==> config.mk <==
export PLATFORM = sky130hd
export DESIGN_NAME = fpa_datapath
export DESIGN_NICKNAME = d
export VERILOG_FILES = /design/src/rtl/fpa_pkg.sv /design/src/rtl/fpa_delay_line.sv /design/src/rtl/fpa_alu_lane.sv /design/src/rtl/fpa_datapath.sv
export SDC_FILE = /design/constraint.sdc
export NUM_CORES = 2
export LEC_CHECK = 0
export ABC_AREA = 1
export BUFFER_PORTS_ARGS = -buffer_cell sky130_fd_sc_hd__buf_4
export CORE_AREA = 3 3 323 325
export DETAILED_ROUTE_END_ITERATION = 10
export DIE_AREA = 0 0 326 328
export PLACE_DENSITY = 0.8
export SLEW_MARGIN = 20
export SYNTH_ARGS = -nofsm -noshare
export SYNTH_HDL_FRONTEND = slang
export SYNTH_SLANG_ARGS = --single-unit
==> constraint.sdc <==
create_clock -name clk -period 56.5 [get_ports clk]
set_input_delay 14.125 -clock clk [delete_from_list [all_inputs] [get_ports clk]]
set_output_delay 14.125 -clock clk [all_outputs]
set_load 0.01 [all_outputs]
==> src/rtl/fpa_pkg.sv <==
package fpa_pkg;

    // Source of the word fed into the reverse chain
    typedef enum logic [1:0] {
        TURN_EVEN   = 2'd0,
        TURN_ODD    = 2'd1,
        TURN_ODD_IL = 2'd2
    } turn_e;

    // Per-lane ALU controls
    typedef struct packed {
        logic sub;
        logic use_a;
        logic use_b;
    } alu_op_t;

    function automatic turn_e pick_turn(input logic odd, input logic ilv);
        if (!odd) return TURN_EVEN;
        if (ilv)  return TURN_ODD_IL;
        return TURN_ODD;
    endfunction

endpackage

==> src/rtl/fpa_delay_line.sv <==
module fpa_delay_line #(
    parameter int W     = 10,
    parameter int DEPTH = 16,
    parameter int LW    = $clog2(DEPTH)
) (
    input  logic          clk,
    input  logic          rst,
    input  logic          clr,
    input  logic          en,
    input  logic [LW-1:0] len,
    input  logic [W-1:0]  din,
    output logic [W-1:0]  dout,
    output logic [W-1:0]  dnext
);

    logic [W-1:0] word_q [DEPTH];

    for (genvar i = 0; i < DEPTH; i++) begin : g_word
        if (i == 0) begin : g_head
            always_ff @(posedge clk) begin
                if (rst || clr)
                    word_q[0] <= '0;
                else if (en)
                    word_q[0] <= din;
            end
        end else begin : g_body
            always_ff @(posedge clk) begin
                if (rst || clr)
                    word_q[i] <= '0;
                else if (en)
                    word_q[i] <= word_q[i-1];
            end
        end
    end

    // Oldest word for the selected length, and the word that leaves next
    assign dout  = word_q[len];
    assign dnext = (len == '0) ? din : word_q[len - 1'b1];

endmodule

==> src/rtl/fpa_alu_lane.sv <==
module fpa_alu_lane
    import fpa_pkg::*;
#(
    parameter int W = 10
) (
    input  logic                clk,
    input  logic                rst,
    input  logic                clr,
    input  alu_op_t             op,
    input  logic [W-1:0]        fwd,
    input  logic [W-1:0]        rev,
    output logic signed [W:0]   sum_q
);

    logic signed [W:0] a_x;
    logic signed [W:0] b_x;
    logic signed [W:0] res;

    always_comb begin
        a_x = op.use_a ? $signed({fwd[W-1], fwd}) : '0;
        b_x = op.use_b ? $signed({rev[W-1], rev}) : '0;
        res = op.sub ? (b_x - a_x) : (a_x + b_x);
    end

    always_ff @(posedge clk) begin
        if (rst || clr)
            sum_q <= '0;
        else
            sum_q <= res;
    end

endmodule

==> src/rtl/fpa_datapath.sv <==
module fpa_datapath
    import fpa_pkg::*;
#(
    parameter int SAMPLE_W  = 10,
    parameter int NUM_TAPS  = 4,
    parameter int MAX_LEN   = 16,
    localparam int LEN_W    = $clog2(MAX_LEN),
    localparam int LANE_W   = SAMPLE_W + 1
) (
    input  logic                         clk,
    input  logic                         rst,
    input  logic                         flush,
    input  logic                         in_valid,
    input  logic [SAMPLE_W-1:0]          in_sample,
    input  logic                         tap_odd,
    input  logic                         odd_ilv,
    input  logic                         alu_sub,
    input  logic                         pass_a,
    input  logic                         pass_b,
    input  logic [LEN_W-1:0]             stage_len,
    output logic [NUM_TAPS*LANE_W-1:0]   lane_sum
);

    logic [SAMPLE_W-1:0] fwd_in  [NUM_TAPS];
    logic [SAMPLE_W-1:0] fwd_out [NUM_TAPS];
    logic [SAMPLE_W-1:0] rev_in  [NUM_TAPS];
    logic [SAMPLE_W-1:0] rev_out [NUM_TAPS];
    logic [SAMPLE_W-1:0] turn_early;
    logic [SAMPLE_W-1:0] turn_d;
    logic [NUM_TAPS*SAMPLE_W-1:0] fwd_flat;
    turn_e               turn_sel;
    alu_op_t             ops;

    assign turn_sel = pick_turn(tap_odd, odd_ilv);
    assign ops      = '{sub: alu_sub, use_a: pass_a, use_b: pass_b};

    // Turnaround from forward to reverse chain
    always_comb begin
        case (turn_sel)
            TURN_EVEN: turn_d = fwd_out[NUM_TAPS-1];
            TURN_ODD:  turn_d = turn_early;
            default:   turn_d = fwd_out[NUM_TAPS-2];
        endcase
    end

    for (genvar k = 0; k < NUM_TAPS; k++) begin : g_tap
        assign fwd_in[k] = (k == 0) ? in_sample : fwd_out[(k == 0) ? 0 : k-1];
        assign rev_in[k] = (k == 0) ? turn_d    : rev_out[(k == 0) ? 0 : k-1];
        assign fwd_flat[k*SAMPLE_W +: SAMPLE_W] = fwd_out[k];

        if (k == NUM_TAPS-1) begin : g_fwd_last
            fpa_delay_line #(.W(SAMPLE_W), .DEPTH(MAX_LEN), .LW(LEN_W)) u_fwd (
                .clk(clk), .rst(rst), .clr(flush), .en(in_valid), .len(stage_len),
                .din(fwd_in[k]), .dout(fwd_out[k]), .dnext(turn_early)
            );
        end else begin : g_fwd_mid
            logic [SAMPLE_W-1:0] unused_next;
            fpa_delay_line #(.W(SAMPLE_W), .DEPTH(MAX_LEN), .LW(LEN_W)) u_fwd (
                .clk(clk), .rst(rst), .clr(flush), .en(in_valid), .len(stage_len),
                .din(fwd_in[k]), .dout(fwd_out[k]), .dnext(unused_next)
            );
        end

        logic [SAMPLE_W-1:0] unused_rev_next;
        fpa_delay_line #(.W(SAMPLE_W), .DEPTH(MAX_LEN), .LW(LEN_W)) u_rev (
            .clk(clk), .rst(rst), .clr(flush), .en(in_valid), .len(stage_len),
            .din(rev_in[k]), .dout(rev_out[k]), .dnext(unused_rev_next)
        );

        logic signed [LANE_W-1:0] lane_q;
        fpa_alu_lane #(.W(SAMPLE_W)) u_alu (
            .clk(clk), .rst(rst), .clr(flush), .op(ops),
            .fwd(fwd_out[k]), .rev(rev_out[NUM_TAPS-1-k]), .sum_q(lane_q)
        );
        assign lane_sum[k*LANE_W +: LANE_W] = lane_q;
    end

endmodule


# Word level (Yosys, flattened, before mapping)
# Memory sizes are Yosys's and may differ from the RTL's.
# Cells that the tools add are included.
# word_totals
regBits	44
mem_bits_rw	1280
output_inout_bits	44
wordCells	306
mem_count	8
# classes
addsub	9
eq_ne	1
n_mux	153
n_bitwise	128
reduce_logical	3
# memory_table
name	words	width	read_ports	rd_ports_with_merged_regs	wr	line_no	source
g_tap[0].g_fwd_mid.u_fwd.word_q	16	10	16	0	16	fpa_delay_line.sv:16	logic [W-1:0] word_q [DEPTH];
g_tap[0].u_rev.word_q	16	10	16	0	16	fpa_delay_line.sv:16	
g_tap[1].g_fwd_mid.u_fwd.word_q	16	10	16	0	16	fpa_delay_line.sv:16	
g_tap[1].u_rev.word_q	16	10	16	0	16	fpa_delay_line.sv:16	
g_tap[2].g_fwd_mid.u_fwd.word_q	16	10	16	0	16	fpa_delay_line.sv:16	
g_tap[2].u_rev.word_q	16	10	16	0	16	fpa_delay_line.sv:16	
2 more memories	--	--	--	--	--	--	
# op_table
cell	n
$mux 10	129
$mux 11	12
$or 1x1->1	128
$add 11x11->11	4
$sub 11x11->11	4
$pmux 10 s2	1
$mux 2	4
$mux 1	7
$logic_not 4->1	1
$sub 4x1->4 const B	1
$eq 2x1->1 const B	1
$logic_not 2->1	1
$logic_or 1x1->1	1

# Logic depth before layout (Yosys ltp)
# logic_depth
depth_word	7
depth_mapped	28

# Hierarchy
# Synthesis repeated with hierarchy kept, for this count alone.
# unflattened
cells_unflattened	10159
area_unflattened_um2	78338.9
# modules_own_cells
mod	n_inst	cells_each	area_each_um2	seq_area_each_um2
fpa_delay_line (g_tap[0].g_fwd_mid.u_fwd ...)	7	1172	9165.0	4804.6
fpa_delay_line (g_tap[1].g_fwd_mid.u_fwd)	1	1164	9176.3	4804.6
fpa_alu_lane (g_tap[0].u_alu ...)	3	187	1196.1	220.2
fpa_alu_lane (g_tap[1].u_alu)	1	185	1187.4	220.2
fpa_datapath	1	45	231.5	0.0

# Least setup slack after synthesis
# OpenSTA, ideal clock, no wires.
# synth_timing
path_kind	input-to-reg
startpoint	input port flush
endpoint	memory g_tap[0].g_fwd_mid.u_fwd.word_q[0][0], enable pin
setup_time_ns	8.754
arrival_time_ns	35.179
slack_ns	12.567
stages	4
cell_sequence	nor2_1 clkbuf_1 buf_2 nand2_1
# synth_lines
element	line_no	source
start: declaration	fpa_datapath.sv:12	input logic flush,
end: declaration	fpa_delay_line.sv:16	

# Worst setup path after layout
# layout_timing
startpoint	input port stage_len[0]
endpoint	register g_tap[2].u_alu.sum_q[9]
# layout_via
elab_chain_len	4
elab_cells_between_ends	7
# layout_rtl
element	line_no	source
start: declaration	fpa_datapath.sv:20	input logic [LEN_W-1:0] stage_len,
$mem_v2 16x10	--	
$mux 11, on equally long branches	fpa_alu_lane.sv:20, fpa_alu_lane.sv:21	
$add 11x11->11 or $sub 11x11->11 (tied branches)	fpa_alu_lane.sv:22	res = op.sub ? (b_x - a_x) : (a_x + b_x);
$mux 11 *	fpa_alu_lane.sv:22	
end signal: assignment	fpa_alu_lane.sv:29	sum_q <= res;
end: declaration	fpa_alu_lane.sv:12	output logic signed [W:0] sum_q
# Mark *: on every way between the ends. The rest lies on a longest branch, timed or not.
# A chain may end at the register's enable or synchronous reset.

==> run metrics <==
Slowest cell on crit path sky130_fd_sc_hd__buf_12; Hold Fails Final Rpt 0; count of port buffers added during placement 66; number of antenna violations at the first check in global routing 2; worst hold path cell count 2; share of synthesized registers carrying an async set or reset 0; CORE AREA 101700 um2; latest clock arrival within the worst-skew pair 0.75 ns; post-CTS resize count 0; Congestion Overflow GR 0; row count 117; design area 69810 um2; unrepaired setup endpoints after global routing no; number of global-route vias before repair 45.37k; power density over the cells 32.18 nW/um2; worst min-delay path category flop to flop; met3 routed WL 13190 um; effective utilization at floorplan 0.6384; simple-gate area share of the yosys netlist 0.1376; first-pass GRT wire length 239600 um; root buffer cell sky130_fd_sc_hd__clkbuf_16; setup TNS after final layout 0 ns; clock tree buffer depth 3; Arr. time, crit path 19.60 ns; mean routed wirelength per cell 18.16 um; die outline area 106900 um2; Primary FF master, synth sky130_fd_sc_hd__edfxtp_1; number of nets in the layout 6924; reg2reg setup slack 52.89 ns; # clock sinks 1324; violation count after the first detailed-route iteration 6413; post-synthesis share of cell area spent on xor and xnor gates 0.004854; launch point of the worst hold path g_tap[2].u_rev.word_q[1][0]; endpoint of the lowest-slack register-to-register path g_tap[2].u_alu.sum_q[9]; ant diodes 0; final instance count without filler cells 8327; Final ANT Viol Nets 0; post-CTS setup buffer count 0; post-placement cell count 8080; Post-Route M1 WL 60820 um; number of synthesized register bits 1324; DP HPWL 84480 um; routability congestion estimate from global placement 0.8614; overall power consumption 0.002246 W; critical-path maximum fanout 284; die extent in x 326 um; fraction of final layout cells with drive strength greater than 1 0.04900; number of warning messages in the yosys log 0; router iterations before antenna repair 9; Layout Skew 0.02682 ns; most repeated library cell on the critical path sky130_fd_sc_hd__nand2_1; total of max-cap violations 0; final critical-path share of the clock period 0.3361; post-synth cell types 47; mean cell area of the mapped netlist 9.236 um2; EDFF count, synth 1280; netlist area before placement 64950 um2; pin count of the biggest net entering global routing 285; largest stage delay on the critical path 0.68 ns; number of setup violations in the final report 0; Synth Area in Compound Gates 0.1294; static leakage 26.94 nW; number of vias per cell after detailed routing 5.757; Max VDD drop 31.21 uV; Worst Max-Slew Pin Slew 1.239 ns; result of the run finished, final reports clean; via count of the routed design 47.94k; Final Max Slew Viols 0; startpoint of the worst-slack reg-to-reg timing path g_tap[2].g_fwd_mid.u_fwd.word_q[5][1]; main combinational cell family by area after synthesis simple AND/OR/NAND/NOR gates; sequential cell area fraction in the yosys report 0.6053; clock period minus final worst setup slack 18.99 ns; CP Class input pin to flop; Relative slew margins 0.1737; DIE HEIGHT 328 um; Num CTS Buffers 137; H-tree lvl count 4; Post-CTS Hold Fix Bufs 0; cell count after synthesis 7032; cells along the critical path buf_8 -> clkinv_16 -> buf_12 -> a21oi_1 -> o21ai_1 -> nand3_1 -> nand3_1 -> nand2_1 -> nand2_1 -> ha_1 -> o21ai_0 -> ha_1 -> nand2_1 -> nand2_1 -> a21oi_1 -> o21ai_0 -> a31oi_1 -> nor2_1 -> nor2_1 -> o21bai_1 -> o21ai_0 -> a21oi_1; data required time of the critical path 57.11 ns; post-synthesis net count 7104; endpoint type of the worst setup path flop; end of the worst hold path g_tap[2].u_rev.word_q[2][0]; TritonCTS clock tree yes; total routed wirelength 151200 um; mux contribution to synthesized area 0; Placed Area 65510 um2; clock transition time at the flip-flop clock pins of the worst setup and hold paths 0.06 ns; achievable frequency 0.05267 GHz; top layer in use met4; crit path launch type input pin; Area Growth Syn to Fin 7.488%; gr usage total 0.2791; R2R depth 22; post-synthesis adder-cell area fraction 0.009902; drc violations 0; I/O pin count 67; met2 layer wire length in the routed design 70960 um
==> worst max-delay path by stage <==
stage,from,end
after floorplan,flush,g_tap[0].g_fwd_mid.u_fwd.word_q[0][0]
after detailed placement,stage_len[0],g_tap[1].u_alu.sum_q[9]
after global placement,flush,g_tap[0].g_fwd_mid.u_fwd.word_q[0][0]
after CTS,stage_len[0],g_tap[2].u_alu.sum_q[9]
final,stage_len[0],g_tap[2].u_alu.sum_q[9]
after global routing,stage_len[0],g_tap[2].u_alu.sum_q[9]
==> sequential cells by signal, summed over array words and instances, names as in the netlist <==
signal / flops
g_tap.g_fwd_last.u_fwd.word_q: 160
g_tap.u_rev.word_q: 640
g_tap.u_alu.sum_q: 44
g_tap.g_fwd_mid.u_fwd.word_q: 480
==> report_power, final <==
| part | switching, W | leakage, nW | internal, W |
|---|---|---|---|
| registers | 0.0000206 | 15.3 | 0.00112 |
| clock network | 0.000376 | 2.10 | 0.000496 |
| logic | 0.000168 | 9.56 | 0.0000672 |
==> placed cells by master (no fill, tap or decap), types with 4 or more instances in the layout <==
master	instances
sky130_fd_sc_hd__a21oi_1	738
sky130_fd_sc_hd__and2_1	5
sky130_fd_sc_hd__nor3_1	5
sky130_fd_sc_hd__buf_4	116
sky130_fd_sc_hd__o21bai_1	5
sky130_fd_sc_hd__xor2_1	26
sky130_fd_sc_hd__nand2_2	5
sky130_fd_sc_hd__o211ai_1	69
sky130_fd_sc_hd__fa_1	4
sky130_fd_sc_hd__ha_1	45
sky130_fd_sc_hd__nand2_1	546
sky130_fd_sc_hd__edfxtp_1	1280
sky130_fd_sc_hd__clkbuf_16	145
sky130_fd_sc_hd__a31oi_1	44
sky130_fd_sc_hd__clkinv_2	22
sky130_fd_sc_hd__dfxtp_1	44
sky130_fd_sc_hd__o21ai_1	63
sky130_fd_sc_hd__nor2_2	5
sky130_fd_sc_hd__o21a_1	7
sky130_fd_sc_hd__xnor2_1	9
sky130_fd_sc_hd__nand4_1	4
sky130_fd_sc_hd__clkbuf_1	33
sky130_fd_sc_hd__inv_1	1324
sky130_fd_sc_hd__nand3_1	340
sky130_fd_sc_hd__clkinv_1	35
sky130_fd_sc_hd__inv_6	4
sky130_fd_sc_hd__o221ai_1	10
sky130_fd_sc_hd__o21ai_0	610
sky130_fd_sc_hd__bufinv_16	5
sky130_fd_sc_hd__buf_12	9
sky130_fd_sc_hd__nor2_1	1335
sky130_fd_sc_hd__o311ai_1	5
sky130_fd_sc_hd__a311oi_1	16
==> critical path, delay by kind of cell <==
| family | cells | cell delay (ns) |
|---|---|---|
| compound gates | 9 | 1.74 |
| fa+ha+maj | 2 | 0.63 |
| buf+inv | 3 | 1.71 |
| simple gates | 8 | 0.77 |
==> area by class of cell <==
type                            count  area (um2)
Clock buffer                      181        3794
Timing Repair Buffer              128        1109
Fill cell                        7525       31930
Sequential cell                  1324       39320
Inverter                         1338        5066
Tap cell                         1368        1712
Clock inverter                     65       486.7
Multi-Input combinational cell   3923       18330
==> logic make-up after synthesis <==
kind of cell    Yosys count
compound gates         1587
xor+xnor                 36
fa+ha+maj                49
buf+inv                1785
flops                  1324
simple gates           2251
==> cell usage after synthesis (6+ instances only) <==
cell / count / area share
sky130_fd_sc_hd__buf_1: 24 / 0.0014
sky130_fd_sc_hd__ha_1: 45 / 0.0087
sky130_fd_sc_hd__nand3_1: 340 / 0.026
sky130_fd_sc_hd__o21ai_0: 610 / 0.047
sky130_fd_sc_hd__a311oi_1: 16 / 0.0022
sky130_fd_sc_hd__a31oi_1: 44 / 0.0042
sky130_fd_sc_hd__buf_2: 119 / 0.0092
sky130_fd_sc_hd__o21a_1: 7 / 0.00081
sky130_fd_sc_hd__nand2_1: 547 / 0.032
sky130_fd_sc_hd__nor2_2: 6 / 0.00058
sky130_fd_sc_hd__clkbuf_1: 221 / 0.013
sky130_fd_sc_hd__nor2_1: 1336 / 0.077
sky130_fd_sc_hd__xor2_1: 26 / 0.0035
sky130_fd_sc_hd__o221ai_1: 10 / 0.0013
sky130_fd_sc_hd__clkinv_1: 9 / 0.00052
sky130_fd_sc_hd__buf_4: 40 / 0.0046
sky130_fd_sc_hd__xnor2_1: 10 / 0.0013
sky130_fd_sc_hd__o21ai_1: 63 / 0.0049
sky130_fd_sc_hd__inv_1: 1325 / 0.077
sky130_fd_sc_hd__dfxtp_1: 44 / 0.014
sky130_fd_sc_hd__a21oi_1: 739 / 0.057
sky130_fd_sc_hd__buf_6: 41 / 0.0071
sky130_fd_sc_hd__o211ai_1: 69 / 0.0080
sky130_fd_sc_hd__edfxtp_1: 1280 / 0.59
==> layer usage <==
metal  vias to the layer above  GRT usage
met5                         -          0
met4                         0     0.1212
met3                       378    0.04351
met2                      2149     0.4449
met1                     22760     0.3844
li1                      22650          -
==> stage by stage <==
step	utilization	worst slack (ns)	hold WS [ns]
after floorplan	-	12.57	0.5281
after global placement	0.6439	37.36	0.5334
after detailed placement	0.6439	37.31	0.5459
after CTS	0.6859	38.06	0.5353
after global routing	0.6862	37.32	0.5588
final	0.6862	37.51	0.5416
(Power assumes the default switching activity.)
